`config.mk`:
```
export PLATFORM = sky130hd
export DESIGN_NAME = flash_pe_seq
export DESIGN_NICKNAME = d
export VERILOG_FILES = /design/src/rtl/flash_seq_pkg.sv /design/src/rtl/seq_chunk_calc.sv /design/src/rtl/seq_byte_packer.sv /design/src/rtl/seq_range_chk.sv /design/src/rtl/flash_pe_seq.sv
export SDC_FILE = /design/constraint.sdc
export NUM_CORES = 1
export LEC_CHECK = 0
export ABC_AREA = 1
export BUFFER_PORTS_ARGS = -buffer_cell sky130_fd_sc_hd__buf_2
export CAP_MARGIN = 20
export CELL_PAD_IN_SITES_DETAIL_PLACEMENT = 1
export CELL_PAD_IN_SITES_GLOBAL_PLACEMENT = 2
export CORE_AREA = 3 3 160 162
export CTS_CLUSTER_DIAMETER = 200
export DETAILED_ROUTE_END_ITERATION = 8
export DIE_AREA = 0 0 163 165
export HOLD_SLACK_MARGIN = 0.06
export PLACE_DENSITY_LB_ADDON = 0.12
export SYNTH_ARGS = -nofsm -noshare
export SYNTH_HDL_FRONTEND = slang
export SYNTH_SLANG_ARGS = --single-unit
```
`constraint.sdc`:
```
create_clock -name clk -period 5.9 [get_ports clk]
set_clock_uncertainty 0.15 [all_clocks]
set_input_delay 1.77 -clock clk [delete_from_list [all_inputs] [get_ports clk]]
set_output_delay 1.77 -clock clk [all_outputs]
set_load 0.05 [all_outputs]
```
`src/rtl/flash_seq_pkg.sv`:
```
package flash_seq_pkg;

   typedef enum logic [3:0] {
      S_IDLE,
      S_FILL,
      S_WEN,
      S_WEN_W,
      S_OP,
      S_OP_W,
      S_POLL,
      S_POLL_W,
      S_RESP
   } seq_state_t;

   localparam logic [7:0] OPC_WREN   = 8'h06;
   localparam logic [7:0] OPC_PROG   = 8'h02;
   localparam logic [7:0] OPC_SERASE = 8'hD8;
   localparam logic [7:0] OPC_RDSR   = 8'h05;

endpackage

```
`src/rtl/seq_chunk_calc.sv`:
```
module seq_chunk_calc #(
   parameter int ADDR_W     = 24,
   parameter int LEN_W      = 16,
   parameter int PAGE_BYTES = 256,
   parameter int MAX_CHUNK  = 4,
   parameter int CH_W       = 3
) (
   input  logic [ADDR_W-1:0] addr,
   input  logic [LEN_W-1:0]  remain,
   output logic [CH_W-1:0]   chunk
);
   localparam int PG_W = $clog2(PAGE_BYTES);

   logic [PG_W:0]   room;
   logic [LEN_W-1:0] cap;

   always_comb begin
      room = (PG_W+1)'(PAGE_BYTES) - {1'b0, addr[PG_W-1:0]};
      cap  = (remain < LEN_W'(MAX_CHUNK)) ? remain : LEN_W'(MAX_CHUNK);
      if (32'(room) < 32'(cap))
         chunk = CH_W'(room);
      else
         chunk = CH_W'(cap);
   end
endmodule

```
`src/rtl/seq_byte_packer.sv`:
```
module seq_byte_packer #(
   parameter int LANES = 4,
   parameter int CH_W  = 3
) (
   input  logic               clk,
   input  logic               rst_n,
   input  logic               clear,
   input  logic               take,
   input  logic [7:0]         din,
   output logic [8*LANES-1:0] word,
   output logic [CH_W-1:0]    fill
);
   always_ff @(posedge clk or negedge rst_n) begin
      if (!rst_n)      fill <= '0;
      else if (clear)  fill <= '0;
      else if (take)   fill <= fill + CH_W'(1);
   end

   for (genvar i = 0; i < LANES; i++) begin : g_lane
      logic [7:0] lane_q;
      always_ff @(posedge clk or negedge rst_n) begin
         if (!rst_n)                           lane_q <= '0;
         else if (clear)                       lane_q <= '0;
         else if (take && fill == CH_W'(i))    lane_q <= din;
      end
      assign word[8*i +: 8] = lane_q;
   end
endmodule

```
`src/rtl/seq_range_chk.sv`:
```
module seq_range_chk #(
   parameter int              ADDR_W      = 24,
   parameter int              LEN_W       = 16,
   parameter longint unsigned FLASH_BYTES = 64'd1048576
) (
   input  logic [ADDR_W-1:0] addr,
   input  logic [LEN_W-1:0]  len,
   input  logic              erase,
   output logic              reject,
   output logic              empty
);
   logic [63:0] start_pos;
   logic [63:0] end_pos;

   always_comb begin
      start_pos = 64'(addr);
      end_pos   = start_pos + 64'(len);
      empty     = !erase && (len == '0);
      if (erase)
         reject = (start_pos >= FLASH_BYTES);
      else
         reject = (end_pos > FLASH_BYTES);
   end
endmodule

```
`src/rtl/flash_pe_seq.sv`:
```
module flash_pe_seq
   import flash_seq_pkg::*;
#(
   parameter int              ADDR_W      = 24,
   parameter int              LEN_W       = 16,
   parameter int              PAGE_BYTES  = 256,
   parameter int              MAX_CHUNK   = 4,
   parameter longint unsigned FLASH_BYTES = 64'd1048576,
   parameter logic [7:0]      OP_WREN     = OPC_WREN,
   parameter logic [7:0]      OP_PROG     = OPC_PROG,
   parameter logic [7:0]      OP_SERASE   = OPC_SERASE,
   parameter logic [7:0]      OP_RDSR     = OPC_RDSR
) (
   input  logic                               clk,
   input  logic                               rst_n,
   input  logic                               req_valid,
   output logic                               req_ready,
   input  logic                               req_erase,
   input  logic [ADDR_W-1:0]                  req_addr,
   input  logic [LEN_W-1:0]                   req_len,
   input  logic                               dat_valid,
   output logic                               dat_ready,
   input  logic [7:0]                         dat_byte,
   output logic                               rsp_done,
   output logic                               rsp_err,
   output logic                               cmd_valid,
   input  logic                               cmd_ready,
   output logic [7:0]                         cmd_op,
   output logic [ADDR_W-1:0]                  cmd_addr,
   output logic [8*MAX_CHUNK-1:0]             cmd_wdata,
   output logic [$clog2(MAX_CHUNK+5)-1:0]     cmd_tx,
   output logic [$clog2(MAX_CHUNK+1)-1:0]     cmd_rx,
   input  logic                               eng_done,
   input  logic                               eng_wip
);
   localparam int CH_W = $clog2(MAX_CHUNK+1);
   localparam int TX_W = $clog2(MAX_CHUNK+5);
   localparam int DW   = 8*MAX_CHUNK;

   // elaboration-time parameter checks
   if ((PAGE_BYTES & (PAGE_BYTES-1)) != 0 || PAGE_BYTES < 2) begin : g_bad_page
      $error("PAGE_BYTES must be a power of two");
   end
   if (MAX_CHUNK < 1 || MAX_CHUNK > PAGE_BYTES) begin : g_bad_chunk
      $error("MAX_CHUNK out of range");
   end
   if (ADDR_W > 32 || LEN_W > 32 || LEN_W < CH_W) begin : g_bad_width
      $error("ADDR_W/LEN_W out of range");
   end
   if ($clog2(PAGE_BYTES) > ADDR_W) begin : g_bad_addr
      $error("page larger than address space");
   end

   seq_state_t        state;
   logic              is_erase;
   logic              err_q;
   logic [ADDR_W-1:0] cur_addr;
   logic [LEN_W-1:0]  remain;

   logic [CH_W-1:0]   chunk;
   logic [CH_W-1:0]   fill;
   logic [DW-1:0]     pk_word;
   logic              pk_clear;
   logic              dat_take;
   logic              reject;
   logic              empty;
   logic              cmd_fire;

   seq_chunk_calc #(
      .ADDR_W(ADDR_W), .LEN_W(LEN_W), .PAGE_BYTES(PAGE_BYTES),
      .MAX_CHUNK(MAX_CHUNK), .CH_W(CH_W)
   ) u_chunk (
      .addr(cur_addr), .remain(remain), .chunk(chunk)
   );

   seq_byte_packer #(.LANES(MAX_CHUNK), .CH_W(CH_W)) u_pack (
      .clk(clk), .rst_n(rst_n), .clear(pk_clear), .take(dat_take),
      .din(dat_byte), .word(pk_word), .fill(fill)
   );

   seq_range_chk #(
      .ADDR_W(ADDR_W), .LEN_W(LEN_W), .FLASH_BYTES(FLASH_BYTES)
   ) u_range (
      .addr(req_addr), .len(req_len), .erase(req_erase),
      .reject(reject), .empty(empty)
   );

   assign req_ready = (state == S_IDLE);
   assign dat_ready = (state == S_FILL) && (fill < chunk);
   assign dat_take  = dat_valid && dat_ready;
   assign pk_clear  = (state == S_IDLE) || (state == S_POLL_W);
   assign cmd_valid = (state == S_WEN) || (state == S_OP) || (state == S_POLL);
   assign cmd_fire  = cmd_valid && cmd_ready;
   assign rsp_done  = (state == S_RESP);
   assign rsp_err   = (state == S_RESP) && err_q;
   assign cmd_addr  = cur_addr;
   assign cmd_wdata = is_erase ? '0 : pk_word;

   always_comb begin
      cmd_op = '0;
      cmd_tx = '0;
      cmd_rx = '0;
      unique case (state)
         S_WEN: begin
            cmd_op = OP_WREN;
            cmd_tx = TX_W'(1);
         end
         S_OP: begin
            if (is_erase) begin
               cmd_op = OP_SERASE;
               cmd_tx = TX_W'(4);
            end else begin
               cmd_op = OP_PROG;
               cmd_tx = TX_W'(chunk) + TX_W'(4);
            end
         end
         S_POLL: begin
            cmd_op = OP_RDSR;
            cmd_tx = TX_W'(1);
            cmd_rx = CH_W'(1);
         end
         default: ;
      endcase
   end

   always_ff @(posedge clk or negedge rst_n) begin
      if (!rst_n) begin
         state    <= S_IDLE;
         is_erase <= 1'b0;
         err_q    <= 1'b0;
         cur_addr <= '0;
         remain   <= '0;
      end else begin
         unique case (state)
            S_IDLE: if (req_valid) begin
               is_erase <= req_erase;
               cur_addr <= req_addr;
               remain   <= req_len;
               if (empty) begin
                  err_q <= 1'b0;
                  state <= S_RESP;
               end else if (reject) begin
                  err_q <= 1'b1;
                  state <= S_RESP;
               end else begin
                  err_q <= 1'b0;
                  state <= req_erase ? S_WEN : S_FILL;
               end
            end
            S_FILL:   if (dat_take && (fill + CH_W'(1) == chunk)) state <= S_WEN;
            S_WEN:    if (cmd_fire) state <= S_WEN_W;
            S_WEN_W:  if (eng_done) state <= S_OP;
            S_OP:     if (cmd_fire) state <= S_OP_W;
            S_OP_W:   if (eng_done) state <= S_POLL;
            S_POLL:   if (cmd_fire) state <= S_POLL_W;
            S_POLL_W: if (eng_done) begin
               if (eng_wip)
                  state <= S_POLL;
               else if (is_erase || remain == LEN_W'(chunk))
                  state <= S_RESP;
               else begin
                  cur_addr <= cur_addr + ADDR_W'(chunk);
                  remain   <= remain - LEN_W'(chunk);
                  state    <= S_FILL;
               end
            end
            S_RESP:   state <= S_IDLE;
            default:  state <= S_IDLE;
         endcase
      end
   end
endmodule

```
After elaboration in Yosys (flattened, before gate mapping)
Index checks and enable logic that the tools add are counted.
{"block": "totals", "out_inout_bits": 76, "elab_cells": 117, "in_bits": 56, "reg_bits": 81}
{"block": "op_classes", "n_reduce_logical": 28, "eq_ne": 23, "n_addsub": 6, "order_cmp": 5, "muxes": 45}
{"op": "$mux 24", "n": 4}
{"op": "$mux 16", "n": 5}
{"op": "$mux 8", "n": 9}
{"op": "$gt 64x21->1 const B", "n": 1}
{"op": "$mux 4", "n": 13}
{"op": "$pmux 24 s2", "n": 1}
{"op": "$mux 32", "n": 1}
{"op": "$pmux 16 s2", "n": 1}
{"op": "$pmux 4 s8", "n": 1}
{"op": "$add 24x16->25", "n": 1}
{"op": "$add 24x3->24", "n": 1}
{"op": "$ge 24x21->1 const B", "n": 1}
{"op": "$pmux 8 s3", "n": 1}
{"op": "$ne 2x2->1 const B", "n": 9}
{"op": "$eq 16x3->1", "n": 1}
{"op": "$eq 4x3->1 const B", "n": 4}
{"op": "$logic_not 16->1", "n": 1}
{"op": "$lt 16x3->1 const B", "n": 1}
{"op": "$lt 9x16->1", "n": 1}
{"op": "$sub 16x3->16", "n": 1}
{"op": "$reduce_bool 2->1", "n": 6}
{"op": "$logic_and 1x1->1", "n": 10}
{"op": "$mux 3", "n": 3}
{"op": "$sub 9x8->9 const A", "n": 1}
{"op": "other kinds (21)", "n": 29}

Longest topological paths before layout
Gate-level depths: netlist (run 1).
{"block": "depth", "ltp_word": 10, "ltp_mapped": 39, "mapped_depth_nobuf": 39}

Hierarchy
A second synthesis (run 1) with hierarchy kept.
{"block": "unflattened", "cells_unflattened": 1356, "area_unflattened_um2": 7960.1}
{"mod": "flash_pe_seq", "seq_area_each_um2": 1151.1, "cells_per_inst": 727, "area_per_inst_um2": 4152.7, "n_inst": 1}
{"mod": "seq_range_chk", "seq_area_each_um2": 0.0, "cells_per_inst": 369, "area_per_inst_um2": 1756.7, "n_inst": 1}
{"mod": "seq_byte_packer", "seq_area_each_um2": 875.8, "cells_per_inst": 182, "area_per_inst_um2": 1599.0, "n_inst": 1}
{"mod": "seq_chunk_calc", "seq_area_each_um2": 0.0, "cells_per_inst": 78, "area_per_inst_um2": 451.7, "n_inst": 1}

Worst setup path before layout (run 1)
OpenSTA, ideal clock, no wires.
{"block": "synth_timing", "path_kind": "register to output", "from": "register cur_addr[1] (netlist: cmd_addr[1])", "to": "output port dat_ready", "t_arrival_ns": 3.205, "required_time_ns": 3.980, "path_buffers": 0, "setup_slack_ns": 0.775, "stages_incl_launch_ff": 20, "cell_sequence": "dfrtp_1 -> inv_1 -> nand3_1 -> nor2_1 -> nand2_1 -> nor2_1 -> xor2_1 -> ha_1 -> nand2_1 -> nor2_1 -> a211oi_1 -> nand2_1 -> nand2_2 -> nand2_4 -> o21ai_2 -> ha_1 -> a21boi_0 -> nand2_1 -> nand2_2 -> inv_1"}
{"block": "synth_via", "elab_chain_cells": 5}
{"item": "from (decl)", "line_no": "flash_pe_seq.sv:57", "text": "logic [ADDR_W-1:0] cur_addr;"}
{"item": "from (signal assigned)", "line_no": "flash_pe_seq.sv:137", "text": "cur_addr <= req_addr;"}
{"item": "from (signal assigned)", "line_no": "flash_pe_seq.sv:162", "text": "cur_addr <= cur_addr + ADDR_W'(chunk);"}
{"item": "$sub 9x8->9 *", "line_no": "seq_chunk_calc.sv:18", "text": "room = (PG_W+1)'(PAGE_BYTES) - {1'b0, addr[PG_W-1:0]};"}
{"item": "$lt 9x16->1", "line_no": "seq_chunk_calc.sv:20", "text": "if (32'(room) < 32'(cap))"}
{"item": "$mux 3 *", "line_no": "seq_chunk_calc.sv:20"}
{"item": "$lt 3x3->1 *", "line_no": "flash_pe_seq.sv:89", "text": "assign dat_ready = (state == S_FILL) && (fill < chunk);"}
{"item": "$logic_and 1x1->1 *", "line_no": "flash_pe_seq.sv:89"}
{"item": "to (decl)", "line_no": "flash_pe_seq.sv:22", "text": "output logic dat_ready,"}
Every way passes the cells marked *; elsewhere a longest branch is shown, timed or not.

Worst setup path after layout (run 1)
{"block": "layout_timing", "from": "register remain[6]", "to": "output port dat_ready"}
{"block": "layout_via", "elab_chain_cells": 6}
{"item": "from (decl)", "line_no": "flash_pe_seq.sv:58", "text": "logic [LEN_W-1:0] remain;"}
{"item": "from (signal assigned)", "line_no": "flash_pe_seq.sv:138", "text": "remain <= req_len;"}
{"item": "from (signal assigned)", "line_no": "flash_pe_seq.sv:163", "text": "remain <= remain - LEN_W'(chunk);"}
{"item": "$lt 16x3->1", "line_no": "seq_chunk_calc.sv:19", "text": "cap = (remain < LEN_W'(MAX_CHUNK)) ? remain : LEN_W'(MAX_CHUNK);"}
{"item": "$mux 16 *", "line_no": "seq_chunk_calc.sv:19"}
{"item": "$lt 9x16->1", "line_no": "seq_chunk_calc.sv:20"}
{"item": "$mux 3 *", "line_no": "seq_chunk_calc.sv:20"}
{"item": "$lt 3x3->1 *", "line_no": "flash_pe_seq.sv:89"}
{"item": "$logic_and 1x1->1 *", "line_no": "flash_pe_seq.sv:89"}
Marks and branches as above.

==> reports/qor.yml, run 1 <==
grt:
  first_global_vias: 7614
  first_pass_grt_wire_length_mm: 41.8
  pin_count_of_the_biggest_net_entering_global_routing: 53
  grt_usage_pct: 19.8
  globalRouteOverflowTotal: 0
  antenna_found_initial: 0
logic_synthesis:
  synth.largest_area_cell: "dfrtp_1"
  synth_warnings: 0
  synth_flop_cell: "dfrtp_1"
  synth_sequential_area_ratio_pct: 27.9
  synthesis.area_per_instance_sq_um: 6.33
  cell_types_with_the_largest_area_share_after_synthesis: "dfrtp_1, nand2_1, inv_1"
  combined_area_of_all_synthesized_cells_sq_mm: 0.00727
  synthCells: 1149
  synth_enable_flop_cells: 0
  synth_cell_types: 42
  synth-seq-cells: 81
  synthDominantCellAreaShare_pct: 27.9
  asyncSetResetFlopFracSynth_pct: 100
clock_network:
  cts.repair_timing.setup_buffer_count: 0
  ctsRootBufferMaster: "clkbuf_16"
  cts-buffers-inserted: 9
  clk_transition_reported_paths_ns: 0.08
  tritoncts: "done"
  worstSkewPairLatency_ns: 0.35
  clkSinkCount: 81
  ctsResizeCount: 0
  htreeDepth: 3
  number_of_hold_repair_buffers_added_at_the_cts_stage: 0
  cts_buffer_depth: 2
pwr:
  report.power.total_mw: 4.69
  vdd.ir_drop.worst_mv: 0.185
  power-per-cell-area_mw_per_mm2: 548
  p_leak_nw: 4.54
detailed_routing:
  totalWireLength_mm: 26.2
  drt_drc_violations_left: 0
  num_vias: 7581
  avgViaCountPerCell: 4.74
  route.detailed.wl_per_inst_microns: 16.4
  antenna_violating_nets_post_route: 0
  dr.first_iter.drc_count: 352
  drt_first_pass_iters: 4
placed_design:
  dpl_worst_slack_ns: 0.615
  dp.final_hpwl_mm: 21.4
  buffer_ports.inserted: 128
  routabilityCongestion: 0.840
  detailed_place.area_sq_mm: 0.00820
  post_place_cells: 1583
setup_path:
  crit_path_end_kind: "output port"
  timing.critical_path.cells: "nor2_4 -> nand2_2 -> nor2_4 -> nand2_1 -> nor2_2 -> inv_1 -> ha_1 -> nand2_1 -> nand3_1 -> nand3_1 -> nand2_1 -> nand2_1 -> nand2_1 -> nand2_1 -> nand2_1 -> nand2_2 -> nand2_4 -> o21ai_2 -> ha_1 -> a21boi_1 -> nand2_1 -> nand2_2 -> inv_1 -> buf_2"
  slowest_stage: "dfrtp_1"
  critical_path_buf_inv_count: 3
  crit_top_cell: "nand2_1"
  worstPathArrival_ns: 3.65
  crit_path_start_kind: "flop"
  timing.critical_path.fanout_max: 6
  critical_path_class: "flop to output port"
  max_stage_delay_ns: 0.45
  timing.critical_path.max_delay_family: "simple AND/OR/NAND/NOR gates"
  worst_ep_required_time_ns: 3.98
sta:
  fin_hold_ws_ns: 0.367
  drv_slew: 0
  setup-violations-final: 0
  timing.final.hold_violations: 0
  finalWorstPathRequiredPeriod_ns: 5.57
  post-route-worst-setup-slack_ns: 0.332
  max-slew-margin-rel_pct: 34.0
  grt_setup_unrepaired: "no"
  setup_total_negative_slack_ns: 0
  worst_pin_slew_ns: 0.981
  highest_clock_frequency_the_design_can_meet_mhz: 180
  finalCritPeriodShare_pct: 94.4
layout:
  antenna-diode-count: 0
  final_net_count: 1365
  finish.utilization_pct: 35.3
  area_growth_syn_to_layout_pct: 17.7
  drive_above_1_share_pct: 16.8
  stdcell_area_sq_mm: 0.00856
  most-common-layout-cells: "nand2_1, inv_1, nor2_1, buf_2, dfrtp_1"
  final_cells: 1599
  layout_commonest_cell: "nand2_1"
hold_path:
  min-delay-path-class: "flop to flop"
die:
  floorplan.io_pins: 132
  chipHeight_microns: 165
  fp-row-count: 57
  core_area_sq_mm: 0.0242
  die-area_sq_mm: 0.0269
  initial_core_util_pct: 30.0
  die_w_microns: 163
flow_run:
  cap_violations: 0
outcome:
  run_status: "completed"
where the power goes:
| part | internal [mW] | switching [mW] |
|---|---|---|
| clock | 0.379 | 0.276 |
| combinational | 0.798 | 2.21 |
| sequential | 0.806 | 0.215 |
| total | 1.98 | 2.71 |
registers in the layout, summed over array words and instances, names as in the netlist:
| name | count |
|---|---|
| u_pack.g_lane.lane_q | 32 |
| cmd_addr | 24 |
| remain | 16 |
| state | 4 |
| u_pack.fill | 3 |
| err_q | 1 |
| is_erase | 1 |
final cells by class:
type                    instances  area, sq um
flip-flops and latches         81         2030
multi-input cells             859         4390
fillers                      3252        15700
repair buffers                135          708
well taps                     324          405
clock inverters                 7          105
clock buffers                   9          225
inverters                     184          691
logic make-up after synthesis:
group / count (synthesis) / synth area share [%]
buffers and inverters: 216 / 12.5
xor gates and xnor gates: 21 / 2.53
DFF: 81 / 27.9
other: 2 / 0.103
and+or+nand+nor: 642 / 38.4
AOI/OAI and AO/OA: 148 / 11.8
adders and majority gates: 39 / 6.92
synthesized netlist by cell type (2+ instances only):
| library cell | n |
|---|---|
| buf_8 | 2 |
| nand4_1 | 28 |
| o21ai_1 | 27 |
| or2_2 | 6 |
| nand3b_1 | 6 |
| nand2_2 | 8 |
| nand2_4 | 5 |
| clkbuf_1 | 15 |
| nor4_1 | 9 |
| nand3_1 | 67 |
| a31oi_1 | 2 |
| conb_1 | 2 |
| fa_1 | 2 |
| buf_4 | 7 |
| inv_2 | 3 |
| xor2_1 | 20 |
| buf_6 | 6 |
| nand2_1 | 340 |
| and2_1 | 2 |
| o21a_1 | 2 |
| nor2_1 | 141 |
| nand3_2 | 7 |
| o21ai_2 | 20 |
| nor2_4 | 2 |
| nor3_1 | 18 |
| inv_1 | 181 |
| dfrtp_1 | 81 |
| o21ai_0 | 59 |
| ha_1 | 37 |
| o22ai_1 | 6 |
| a21oi_1 | 26 |
| buf_2 | 2 |
per-layer routing:
metal / wire [microns] / vias up / share of wire, % / GRT usage, %
met4: 137 / 0 / 0.52 / 2.54
met2: 11700 / 99 / 44 / 31.7
met1: 13400 / 3609 / 51 / 29.2
met5: 0 / - / 0 / 0
li1: - / 3864 / - / -
met3: 1040 / 9 / 4.0 / 2.61
tightest hold or removal path, cell delays in order, from the launching register on:
cell	delay, ns
dfrtp_1	0.32
inv_1	0.05
o21ai_1	0.11
path summary, 6_finish.rpt:
kind	start	slack, ns	endpoint	cells past startpoint
min in group asynchronous	rst_n	1.30	cmd_addr[16]	1
min reg2reg	u_pack.g_lane[2].lane_q[1]	0.37	u_pack.g_lane[2].lane_q[1]	2
min	u_pack.g_lane[2].lane_q[1]	0.37	u_pack.g_lane[2].lane_q[1]	2
max	remain[6]	0.33	dat_ready	24
max reg2reg	remain[6]	0.76	cmd_addr[20]	37
max in group asynchronous	rst_n	3.29	remain[4]	2
Note: power is estimated with default switching activity, not from simulation.
==> run 2: changes to the inputs <==
--- a/config.mk
+++ b/config.mk
@@ -10,10 +10,11 @@
 export CAP_MARGIN = 20
 export CELL_PAD_IN_SITES_DETAIL_PLACEMENT = 1
 export CELL_PAD_IN_SITES_GLOBAL_PLACEMENT = 2
-export CORE_AREA = 3 3 160 162
+export CORE_AREA = 3 3 166 168
+export CTS_BUF_LIST = sky130_fd_sc_hd__clkbuf_8
 export CTS_CLUSTER_DIAMETER = 200
 export DETAILED_ROUTE_END_ITERATION = 8
-export DIE_AREA = 0 0 163 165
+export DIE_AREA = 0 0 169 171
 export HOLD_SLACK_MARGIN = 0.06
 export PLACE_DENSITY_LB_ADDON = 0.12
 export SYNTH_ARGS = -nofsm -noshare
==> constraint.sdc (replaced) <==
create_clock -name clk -period 4.69 [get_ports clk]
set_clock_uncertainty 0.15 [all_clocks]
set_input_delay 1.407 -clock clk [delete_from_list [all_inputs] [get_ports clk]]
set_output_delay 1.407 -clock clk [all_outputs]
set_load 0.05 [all_outputs]
==> run 2 against run 1 <==
  * The run now ends with negative setup slack left
  * Combinational power grew 50%
  * Worst hold slack gained 0.0071 ns
  * Sequential share of layout area shrank 2.2 points
  * Global-route usage shrank 0.72 points
  * Sequential power grew 23%
  * Wire length grew 5.8%
  * Total power grew 36%
  * Clock-buffer cell count is the same
  * Critical path depth grew 2
  * Clock power shrank 11%
  * Non-clock buffer count grew 87
==> reports/qor.yml, run 2 (synthesis results as in run 1) <==
outcome:
  run_status: "complete, but fails checks"
  violations: "negative setup slack"
die:
  chipHeight_microns: 171  # +3.6%
  die_w_microns: 169  # +3.7%
  die-area_sq_mm: 0.0289  # +7.5%
  floorplan.io_pins: 132  # unchanged
  fp-row-count: 59  # +3.5%
  core_area_sq_mm: 0.0261  # +7.5%
  initial_core_util_pct: 27.9  # -2.1 points
sta:
  fin_hold_ws_ns: 0.374  # +0.00708 ns
  finalWorstPathRequiredPeriod_ns: 4.95
  grt_setup_unrepaired: "yes"
  setup-violations-final: 1  # +1
  timing.final.hold_violations: 0  # unchanged
  post-route-worst-setup-slack_ns: -0.256  # -0.589 ns
  worst_pin_slew_ns: 0.863  # -0.119 ns
  drv_slew: 0  # unchanged
  finalCritPeriodShare_pct: 105
  max-slew-margin-rel_pct: 42.0  # +8.0 points
  highest_clock_frequency_the_design_can_meet_mhz: 202
detailed_routing:
  totalWireLength_mm: 27.8  # +5.8%
  avgViaCountPerCell: 4.64  # -2.1%
  drt_drc_violations_left: 0  # unchanged
  antenna_violating_nets_post_route: 0  # unchanged
  dr.first_iter.drc_count: 358  # +1.7%
  num_vias: 7877  # +3.9%
  route.detailed.wl_per_inst_microns: 16.4  # -0.28%
  drt_first_pass_iters: 4  # unchanged
clock_network:
  cts-buffers-inserted: 9  # unchanged
  clk_transition_reported_paths_ns: 0.10  # +0.02 ns
  worstSkewPairLatency_ns: 0.39  # +0.04 ns
  htreeDepth: 3  # unchanged
  cts_buffer_depth: 2  # unchanged
  ctsRootBufferMaster: "clkbuf_8"
  clkSinkCount: 81  # unchanged
  tritoncts: "done"
pwr:
  share_seq_of_total_power_pct: 19.7  # -2.1 points
  net_switching_power_mw: 3.63  # +34%
  vdd.ir_drop.worst_mv: 0.338  # +82%
  pwr-share-clk_pct: 9.2  # -4.8 points
  cellInternalPower_mw: 2.73  # +38%
  p_leak_nw: 4.99  # +9.8%
  power.share.combinational_pct: 71.1  # +6.9 points
  power-per-cell-area_mw_per_mm2: 673  # +23%
  power.share.switching_pct: 57.1  # -0.61 points
  report.power.total_mw: 6.36  # +36%
grt:
  globalRouteOverflowTotal: 0  # unchanged
  first_pass_grt_wire_length_mm: 43.6  # +4.2%
  pin_count_of_the_biggest_net_entering_global_routing: 61  # +15%
  antenna_found_initial: 0  # unchanged
  grt_usage_pct: 19.1  # -0.72 points
  first_global_vias: 7925  # +4.1%
setup_path:
  critical_path_class: "flop to output port"
  crit_path_end_kind: "output port"
  timing.critical_path.fanout_max: 5  # -1
  worstPathArrival_ns: 3.39  # -0.26 ns
  crit_path_start_kind: "flop"
  worst_ep_required_time_ns: 3.13  # -0.85 ns
layout:
  registers.top_by_ff_count: "u_pack.g_lane.lane_q"
  finish.utilization_pct: 36.2  # +0.95 points
  flip_flop_count_of_the_largest_register_after_layout: 32  # unchanged
  most-common-layout-cells: "nand2_1, inv_1, nor2_1, buf_2, buf_4"
  area_growth_syn_to_layout_pct: 29.9
  layout_commonest_cell: "nand2_1"
  antenna-diode-count: 0  # unchanged
  drive_above_1_share_pct: 25.8  # +9.0 points
  final_net_count: 1452  # +6.4%
hold_path:
  min-delay-path-class: "flop to flop"
placed_design:
  dp.final_hpwl_mm: 22.4  # +4.4%
  buffer_ports.inserted: 128  # unchanged
  routabilityCongestion: 0.832  # -0.88%
flow_run:
  cap_violations: 0  # unchanged
[run 2: cell count changes in the layout (fill, tap and decap cells not counted), sizes merged]
cell      before  now
buf          135  222
clkinv         0    1
clkinvlp       1    2
bufinv         2    1
inv          188  187
[run 2: final timing paths]
check | start | to | slack, ns | depth (start not counted)
worst max-delay path | remain[5] | dat_ready | -0.26 | 26
worst min-delay path | u_pack.g_lane[0].lane_q[2] | u_pack.g_lane[0].lane_q[2] | 0.37 | 2
worst max register to register | remain[5] | cmd_addr[23] | 0.02 | 36
worst min register to register | u_pack.g_lane[0].lane_q[2] | u_pack.g_lane[0].lane_q[2] | 0.37 | 2
max in group asynchronous | rst_n | remain[13] | 2.61 | 2
min in group asynchronous | rst_n | cmd_addr[16] | 0.96 | 1
[run 2: routing by layer]
metal  vias to the layer above  global-route usage, %  share of wire (%)
met3                        15                   2.52                3.0
met4                         0                   3.56               0.90
met2                       105                   30.0                 45
li1                       4037                      -                  -
met5                         -                      0                  0
met1                      3720                   28.3                 51
[run 2: power groups by stage]
stage	clock network (mW)	registers, mW	logic (mW)
final	0.584	1.25	4.52
after global routing	0.628	1.30	5.00
after CTS	0.606	1.25	4.29
after detailed placement	0	1.25	4.16
after global placement	0	1.24	4.12
after floorplan	0	1.57	2.59
[run 2: per-stage QoR]
stage,instance area [sq um],TNS (ns),cells,setup WS [ns]
final,9440,-0.256,1697,-0.256
after global routing,9440,-2.26,1697,-0.473
after CTS,9080,-0.391,1683,-0.373
after detailed placement,8620,-0.733,1647,-0.184
after global placement,8620,-0.00282,1647,-0.00282
after floorplan,7310,0,1156,0.0129
[run 2: cell type report]
class,instances,area [sq um]
inverter,184,704
fill,3449,16600
tap,335,419
timing repair buffer,222,1410
clock buffer,9,124
multi-input combinational,859,4670
sequential,81,2030
clock inverter,7,83.8
[run 2: repair_timing]
item,in CTS,in global routing
endpoints found under the setup margin,11,41
pin swaps,13,37
setup buffers,20,15
resized for setup,37,68
hold buffers,0,0
[run 2: critical path, cell delays in order (launching register included)]
cell        delay, ns
dfrtp_1          0.43
nor2_4           0.13
nand2_2          0.09
nor2_4           0.17
nand2_4          0.08
nor2_4           0.10
inv_2            0.05
ha_4             0.21
nand2_2          0.06
nand3_2          0.09
nand3_2          0.08
nand2_1          0.05
nand2_1          0.06
nand2_1          0.04
nand2_1          0.06
nand2_1          0.06
nand2_2          0.09
nand2_4          0.08
nand3_1          0.09
o21a_1           0.15
inv_2            0.06
ha_1             0.22
a21boi_2         0.14
nand2_1          0.07
nand2_2          0.09
clkinvlp_4       0.09
buf_8            0.15
==> run 3: changes to the inputs <==
--- a/config.mk
+++ b/config.mk
@@ -17,6 +17,7 @@
 export DIE_AREA = 0 0 169 171
 export HOLD_SLACK_MARGIN = 0.06
 export PLACE_DENSITY_LB_ADDON = 0.12
+export RECOVER_POWER = 50
 export SYNTH_ARGS = -nofsm -noshare
 export SYNTH_HDL_FRONTEND = slang
 export SYNTH_SLANG_ARGS = --single-unit
==> run 3 against run 2 <==
  * The run ends with max-capacitance violations, max-slew violations, negative setup slack left
  * Design area down 0.42%
  * Critical path depth down 4
  * Via count down 0.28%
  * Global-route usage is the same
  * Final cell count unchanged
  * Combinational power is essentially flat
  * Clock power hardly changed
  * First-iteration DRC count fell by 2.2%
  * Total power down 0.40%
  * Die area stayed put
  * Non-clock buffer count did not move
  * Critical path type unchanged
  * Critical endpoint unchanged
  * Largest power group unchanged
==> reports/qor.yml, run 3 (synthesis results as in run 1) <==
layout:
  stdcell_area_sq_mm: 0.00940  # -0.42%
  finish.utilization_pct: 36.1  # -0.15 points
  drive_above_1_share_pct: 23.7  # -2.1 points
  registers.top_by_ff_count: "u_pack.g_lane.lane_q"
  flip_flop_count_of_the_largest_register_after_layout: 32  # unchanged
  final_net_count: 1452  # unchanged
  antenna-diode-count: 0  # unchanged
  area_growth_syn_to_layout_pct: 29.3
  most-common-layout-cells: "nand2_1, inv_1, nor2_1, buf_2, buf_4"
  layout_commonest_cell: "nand2_1"
  fillCellCount: 3457  # +0.23%
die:
  die-area_sq_mm: 0.0289  # unchanged
  core_area_sq_mm: 0.0261  # unchanged
  fp-row-count: 59  # unchanged
  floorplan.io_pins: 132  # unchanged
  initial_core_util_pct: 27.9  # unchanged
  chipHeight_microns: 171  # unchanged
  die_w_microns: 169  # unchanged
setup_path:
  max_stage_delay_ns: 0.44  # about the same
  worst_ep_required_time_ns: 3.13  # about the same
  crit_path_start_kind: "flop"
  crit_top_cell: "nand2_2"
  critical_path_class: "flop to output port"
  slowest_stage: "dfrtp_2"
  timing.critical_path.cells: "inv_4 -> nand3_4 -> nor2_4 -> nand2_2 -> nor2_2 -> xor2_1 -> ha_1 -> nand2_2 -> nor2_2 -> a211oi_2 -> nand2_1 -> nand2_2 -> nand2_4 -> nand3_1 -> o21a_1 -> inv_2 -> ha_1 -> a21boi_2 -> nand2_1 -> nand2_2 -> clkinvlp_4 -> buf_8"
  worstPathArrival_ns: 3.38  # about the same
  crit_path_end_kind: "output port"
  critical_path_startpoint: "cmd_addr[1]"
  r2r_setup_slack_ns: 0.02  # about the same
  worstReg2RegStart: "remain[5]"
  timing.critical_path.fanout_max: 5  # unchanged
detailed_routing:
  dr.first_iter.drc_count: 350  # -2.2%
  totalWireLength_mm: 27.8  # +0.14%
  route.detailed.wl_per_inst_microns: 16.4  # +0.14%
  num_vias: 7855  # -0.28%
  drt_drc_violations_left: 0  # unchanged
  avgViaCountPerCell: 4.63  # -0.28%
  antenna_violating_nets_post_route: 0  # unchanged
  drt_first_pass_iters: 4  # unchanged
grt:
  grt_usage_pct: 19.1  # unchanged
  first_pass_grt_wire_length_mm: 43.6  # unchanged
  first_global_vias: 7925  # unchanged
  globalRouteOverflowTotal: 0  # unchanged
  antenna_found_initial: 0  # unchanged
  pin_count_of_the_biggest_net_entering_global_routing: 61  # unchanged
placed_design:
  routabilityCongestion: 0.832  # unchanged
  buffer_ports.inserted: 128  # unchanged
  dp.final_hpwl_mm: 22.4  # unchanged
  dpl_worst_slack_ns: -0.184  # unchanged
  detailed_place.area_sq_mm: 0.00862  # unchanged
hold_path:
  hold_path.startpoint: "u_pack.g_lane[0].lane_q[2]"
  min-delay-path-class: "flop to flop"
clock_network:
  htreeDepth: 3  # unchanged
  cts-buffers-inserted: 9  # unchanged
  clk_transition_reported_paths_ns: 0.10  # about the same
  number_of_hold_repair_buffers_added_at_the_cts_stage: 0  # unchanged
  cts_buffer_depth: 2  # unchanged
  ctsRootBufferMaster: "clkbuf_8"
  clkSinkCount: 81  # unchanged
  tritoncts: "done"
  worstSkewPairLatency_ns: 0.39  # about the same
sta:
  post-route-worst-setup-slack_ns: -0.250  # +0.00683 ns
  finalWorstPathRequiredPeriod_ns: 4.94  # -0.00683 ns
  worst_pin_slew_ns: 1.61  # +0.750 ns
  setup-violations-final: 1  # unchanged
  highest_clock_frequency_the_design_can_meet_mhz: 202  # +0.14%
  fin_hold_ws_ns: 0.374  # -0.000732 ns
  timing.final.hold_violations: 0  # unchanged
  grt_setup_unrepaired: "yes"
  max-slew-margin-rel_pct: -7.52  # -49 points
  drv_slew: 61  # +61
  finalCritPeriodShare_pct: 105  # -0.15 points
outcome:
  violations: "max-capacitance violations, max-slew violations, negative setup slack"
  run_status: "complete, but fails checks"
pwr:
  power-per-cell-area_mw_per_mm2: 674  # about the same
  vdd.ir_drop.worst_mv: 0.327  # -3.3%
  p_leak_nw: 4.90  # -1.8%
flow_run:
  cap_violations: 1  # +1
## run 3: layer usage
layer	share of wire (%)	GRT usage [%]
met1	50	28.3
met2	45	30.0
met3	3.8	2.52
met4	0.81	3.56
met5	0	0
## run 3: path summary, 6_finish.rpt
check                                             end  depth (start not counted)
min in group asynchronous                cmd_addr[16]                          1
min                        u_pack.g_lane[0].lane_q[2]                          2
max reg2reg                              cmd_addr[23]                         36
max in group asynchronous                  remain[13]                          2
max                                         dat_ready                         22
min reg2reg                u_pack.g_lane[0].lane_q[2]                          2
## run 3: layout make-up
class	instances	area (sq um)	area share, %
inverters	184	704	7.49
clock buffers	9	124	1.32
flip-flops and latches	81	2030	21.6
well taps	335	419	4.46
clock inverters	7	83.8	0.891
repair buffers	222	1370	14.5
multi-input cells	859	4670	49.7
## run 3: through the flow
step	setup TNS [ns]	cells	total power, mW
after CTS	-0.391	1683	6.14
after global routing	-2.26	1697	6.90
after floorplan	0	1156	4.16
after global placement	-0.00282	1647	5.36
final	-0.250	1697	6.33
after detailed placement	-0.733	1647	5.42
## run 3: report_power, final
group | leakage [nW] | internal, mW | switching [mW] | total [mW]
Combinational | 3.78 | 1.43 | 3.07 | 4.49
Sequential | 1.02 | 1.01 | 0.242 | 1.26
Clock | 0.103 | 0.257 | 0.328 | 0.585
## run 3: what timing repair did
item	4_1_cts	5_1_grt
buffers inserted	20	15
gates resized for setup	37	68
endpoints found under the setup margin	11	41
pin swaps	13	37
endpoints found under the hold margin	0	0
gates cloned	0	0
## run 3: critical path: cells and delay by family (launching register included)
| family | cells | cell delay [ns] |
|---|---|---|
| AO/OA/AOI/OAI | 3 | 0.50 |
| XOR/XNOR | 1 | 0.16 |
| adder cells (fa/ha/maj) | 2 | 0.50 |
| buffers and inverters | 4 | 0.39 |
| flip-flops | 1 | 0.44 |
| AND/OR/NAND/NOR | 12 | 1.00 |
